### src/rtl/tod_sync_master.sv
module tod_sync_master #(
  parameter int HALF_DIV = 5,
  parameter int HB_DIV   = 2500,
  parameter int SEC_W    = 48,
  parameter int NS_W     = 32,
  parameter int Q_W      = 16
) (
  input  logic             clk,
  input  logic             rst,
  input  logic             en,
  input  logic             lock_in,
  input  logic [SEC_W-1:0] sec_in,
  input  logic [NS_W-1:0]  ns_in,
  input  logic [Q_W-1:0]   qual_in,
  output logic             hb_out,
  output logic             bclk_out,
  output logic             tc_out
);

  localparam int WORD_W = 1 + SEC_W + NS_W + Q_W;
  localparam int HW     = (HALF_DIV > 1) ? $clog2(HALF_DIV) : 1;
  localparam int BW     = $clog2(HB_DIV);
  localparam logic [HW-1:0] HALF_LAST = HW'(HALF_DIV - 1);
  localparam logic [BW-1:0] BIT_LAST  = BW'(HB_DIV - 1);
  localparam logic [BW-1:0] NBITS     = BW'(WORD_W);

  logic [HW-1:0]     half_q;
  logic [BW-1:0]     bit_q;
  logic [WORD_W-1:0] sh_q;
  logic              bclk_q, hb_q, tc_q;

  wire tick     = (half_q == HALF_LAST);
  wire rise     = tick && !bclk_q;
  wire fall     = tick && bclk_q;
  wire last_bit = (bit_q == BIT_LAST);
  wire in_frame = (bit_q < NBITS);

  always_ff @(posedge clk) begin
    if (rst || !en) begin
      half_q <= '0;
      bclk_q <= 1'b0;
      bit_q  <= BIT_LAST;
      hb_q   <= 1'b0;
      tc_q   <= 1'b0;
      sh_q   <= '0;
    end else begin
      half_q <= tick ? '0 : half_q + 1'b1;
      if (tick) bclk_q <= ~bclk_q;
      if (rise) begin
        bit_q <= last_bit ? '0 : bit_q + 1'b1;
        hb_q  <= last_bit;
        if (last_bit) sh_q <= {lock_in, sec_in, ns_in, qual_in};
      end
      if (fall) begin
        if (in_frame) begin
          tc_q <= sh_q[WORD_W-1];
          sh_q <= {sh_q[WORD_W-2:0], 1'b0};
        end else begin
          tc_q <= 1'b0;
        end
      end
    end
  end

  assign hb_out   = hb_q;
  assign bclk_out = bclk_q;
  assign tc_out   = tc_q;

endmodule

### config.mk
export PLATFORM = sky130hd
export DESIGN_NAME = tod_sync_master
export DESIGN_NICKNAME = d
export VERILOG_FILES = /design/src/rtl/tod_sync_master.sv
export SDC_FILE = /design/constraint.sdc
export NUM_CORES = 1
export LEC_CHECK = 0
export BUFFER_PORTS_ARGS = -buffer_cell sky130_fd_sc_hd__buf_2
export CAP_MARGIN = 10
export CORE_ASPECT_RATIO = 1.25
export CORE_UTILIZATION = 38
export CTS_CLUSTER_SIZE = 20
export DETAILED_ROUTE_END_ITERATION = 10
export PLACE_DENSITY = 0.65
export RECOVER_POWER = 100
export SETUP_SLACK_MARGIN = 0.5
export SYNTH_ARGS = -nofsm -noshare
export SYNTH_HDL_FRONTEND = slang
export SYNTH_SLANG_ARGS = --single-unit
export TNS_END_PERCENT = 20
### constraint.sdc
create_clock -name clk -period 3.29 [get_ports clk]
set_input_delay 0.4935 -clock clk [delete_from_list [all_inputs] [get_ports clk]]
set_output_delay 0.4935 -clock clk [all_outputs]
set_load 0.01 [all_outputs]
==> impl_metrics.env <==
export IMPL_yosys_top_cells_count="nand2_1, dfxtp_1, o21ai_0"
export IMPL_period_share_pct=78.8
export IMPL_area_growth_pct=25.3
export IMPL_async_reset_ff_share_pct=0
export IMPL_ys_flop_type="dfxtp_1"
export IMPL_cts_resized_gates=0
export IMPL_internal_power_w=0.00286
export IMPL_cts_tree="yes"
export IMPL_gp_congestion=0.853
export IMPL_end_kind="flop"
export IMPL_cp_max_fo=66
export IMPL_synth_seq_cells=115
export IMPL_relSlewSlack_pct=-47.5
export IMPL_cts_root_buf="clkbuf_16"
export IMPL_p_sw_w=0.000691
export IMPL_grt_total_usage_pct=17.8
export IMPL_cts_clk_slew_worst_paths_ns=0.05
export IMPL_post_cts_buffers=0
export IMPL_p_sw_share_pct=19.5
export IMPL_p_seq_share_pct=39.4
export IMPL_crit_type="in2reg"
export IMPL_drv_slew=40
export IMPL_fillers=1286
export IMPL_drt_first_pass_iters=5
export IMPL_syn_inst=644
export IMPL_cpPeakStageDelay_ns=1.64
export IMPL_antenna_left=0
export IMPL_worstMarginPinSlew_ns=2.21
export IMPL_yosysTopAreaCellShare_pct=46.9
export IMPL_io_buffers=102
export IMPL_reg2reg_slack_ns=0.88
export IMPL_cap_violations=1
export IMPL_r2r_end="bit_q[10]"
export IMPL_fin_nets=819
export IMPL_timing_fmax_ghz=0.386
export IMPL_synth_warnings=0
export IMPL_whs_ns=0.339
export IMPL_ir_worst_vdd_uv=311
export IMPL_yosysMostFrequentCell="nand2_1"
export IMPL_cp_arrival_ns=2.92
export IMPL_r2r_cells=6
export IMPL_cp_startpoint="en"
export IMPL_clkPwrFrac_pct=57.1
export IMPL_period_needed_ns=2.59
export IMPL_place_hpwl_um=7360
export IMPL_power_density_nw_per_um2=577
export IMPL_antennaDiodeCount=0
export IMPL_clkLatencyLatePin_ns=0.41
export IMPL_die_h_um=129
export IMPL_r2r_start="half_q[0]"
export IMPL_synth_fp_nets=748
export IMPL_grt_max_degree=100
export IMPL_syn_avg_cell_area_um2=7.62
export IMPL_stdcell_area_um2=6150
export IMPL_critPathLaunchType="input port"
export IMPL_initial_utilization_pct=38.8
export IMPL_leakagePower_nw=2.10
export IMPL_synth_top_area_cell="dfxtp_1"
export IMPL_ios=103
export IMPL_finalNonFillerCells=896
export IMPL_gr_total_overflow=0
export IMPL_crit_chain="buf_2 > nor2b_1 > buf_12 > nand2_1 > nor2_1"
export IMPL_drtIter0Drc=286
export IMPL_wl_um=11700
export IMPL_grt_pass1_wl_um=19400
export IMPL_drc=0
export IMPL_skew_ns=0.00653
export IMPL_die_area_um2=13400
export IMPL_dp_cells=864
export IMPL_num_vias=4763
export IMPL_synth_cell_types=36
export IMPL_worstPathRequired_ns=3.62
export IMPL_hold_buffers=0
export IMPL_hold_class="in2reg"
export IMPL_fin_setup_tns_ns=0
export IMPL_synthesis_area_um2=4910
export IMPL_place_area_um2=5510
export IMPL_core_um2=12700
export IMPL_rsz0062_at_grt="no"
export IMPL_row_count=46
export IMPL_setup_viol_count_final=0
export IMPL_violations="max-capacitance violations, max-slew violations"
export IMPL_synth_area_leaders="dfxtp_1, nand2_1, a31oi_1"
export IMPL_fin_util_pct=48.6
export IMPL_htree_num_levels=4
export IMPL_grt_pass1_vias=4426
export IMPL_cts_path_max_buffers=2
export IMPL_antenna_found_initial=0
export IMPL_cts_buffers=17
export IMPL_drive_gt1_share_pct=19.2
export IMPL_ys_seq_area_share_pct=46.9
export IMPL_synth_edf_count=0
export IMPL_combPwrFrac_pct=3.5
export IMPL_status="finished with violations"
export IMPL_die_w_um=104
export IMPL_routed_via_density=5.32
export IMPL_critPathCapture="bit_q[10]"
export IMPL_avgRoutedWirePerCell_um=13.1
export IMPL_final_hold_viol_count=0
export IMPL_cts_sinks=115
export IMPL_crit_slowest_cell="nor2b_1"
## worst max-delay path, delay by kind of cell
kind | cells | cell delay [ns]
buf+inv | 2 | 0.41
simple gates | 3 | 1.96
## sequential cells by signal, summed over array words and instances, names as in the netlist
register and flops:
bclk_out 1, bit_q 12, half_q 3, hb_out 1
sh_q 97, tc_out 1
## power groups by stage
stage	Sequential [W]	Combinational (W)	Clock [W]
after floorplan	0.00143	0.0000513	0
after global placement	0.00143	0.000124	0
after detailed placement	0.00143	0.000124	0
after CTS	0.00140	0.000125	0.00205
after global routing	0.00140	0.000140	0.00212
final	0.00140	0.000124	0.00203
## worst min-delay path by stage
stage / start / endpoint / slack [ns] / cells past startpoint
6_report: ns_in[14] / sh_q[30] / 0.34 / 3
5_1_grt: ns_in[15] / sh_q[31] / 0.34 / 3
4_1_cts: ns_in[14] / sh_q[30] / 0.33 / 3
3_5_place_dp: half_q[0] / half_q[0] / 0.45 / 1
3_3_place_gp: half_q[0] / half_q[0] / 0.44 / 1
2_1_floorplan: sh_q[0] / sh_q[0] / 0.43 / 2
## cell families (layout without fill, tap and decap cells)
kind of cell / Yosys count / in the layout / share of synthesized area (%)
AO/OA/AOI/OAI: 206 / 206 / 23.7
XOR/XNOR: 9 / 9 / 1.61
adder cells (fa/ha/maj): 4 / 4 / 1.02
buffers and inverters: 62 / 146 / 5.53
flip-flops: 115 / 115 / 46.9
AND/OR/NAND/NOR: 248 / 248 / 21.2
## per-layer routing
metal / vias to the layer above / GRT usage (%) / wire length, µm / part of all wire (%)
met5: - / 0 / 0 / 0
met4: 0 / 8.07 / 242 / 2.1
met3: 19 / 4.88 / 576 / 4.9
met2: 125 / 31.3 / 5520 / 47
met1: 2230 / 20.4 / 5360 / 46
li1: 2389 / - / - / -
## per-stage QoR
stage               power [W]  setup slack (ns)
finish                0.00355             0.699
global route          0.00365             0.452
global placement      0.00155              1.00
detailed placement    0.00155             0.896
floorplan             0.00148              1.40
CTS                   0.00358             0.879
## cells in the final DEF, fill, tap and decap left out, types with 3 or more instances in the layout
cell / Yosys / layout
nor2_1: 8 / 8
clkbuf_8: 0 / 3
a31oi_1: 96 / 96
clkbuf_16: 0 / 17
bufinv_16: 0 / 5
xnor2_1: 5 / 5
clkbuf_1: 35 / 5
clkinv_2: 0 / 4
nand2_1: 203 / 203
and3_1: 4 / 4
nor3_1: 6 / 6
nand3_1: 4 / 4
inv_1: 6 / 6
nand4_1: 3 / 3
buf_2: 19 / 99
dfxtp_1: 115 / 115
xor2_1: 4 / 4
nor4_1: 4 / 3
buf_12: 0 / 4
ha_1: 4 / 4
a21oi_1: 5 / 5
o21ai_0: 100 / 100
## final cells by class
type	instances	area [µm²]	share of cell area [%]
multi-input cells	467	2360	38.4
repair buffers	108	602	9.78
clock inverters	10	178	2.89
inverters	6	22.5	0.366
well taps	168	210	3.42
flip-flops and latches	115	2300	37.4
clock buffers	22	474	7.71
(Power assumes the default switching activity.)
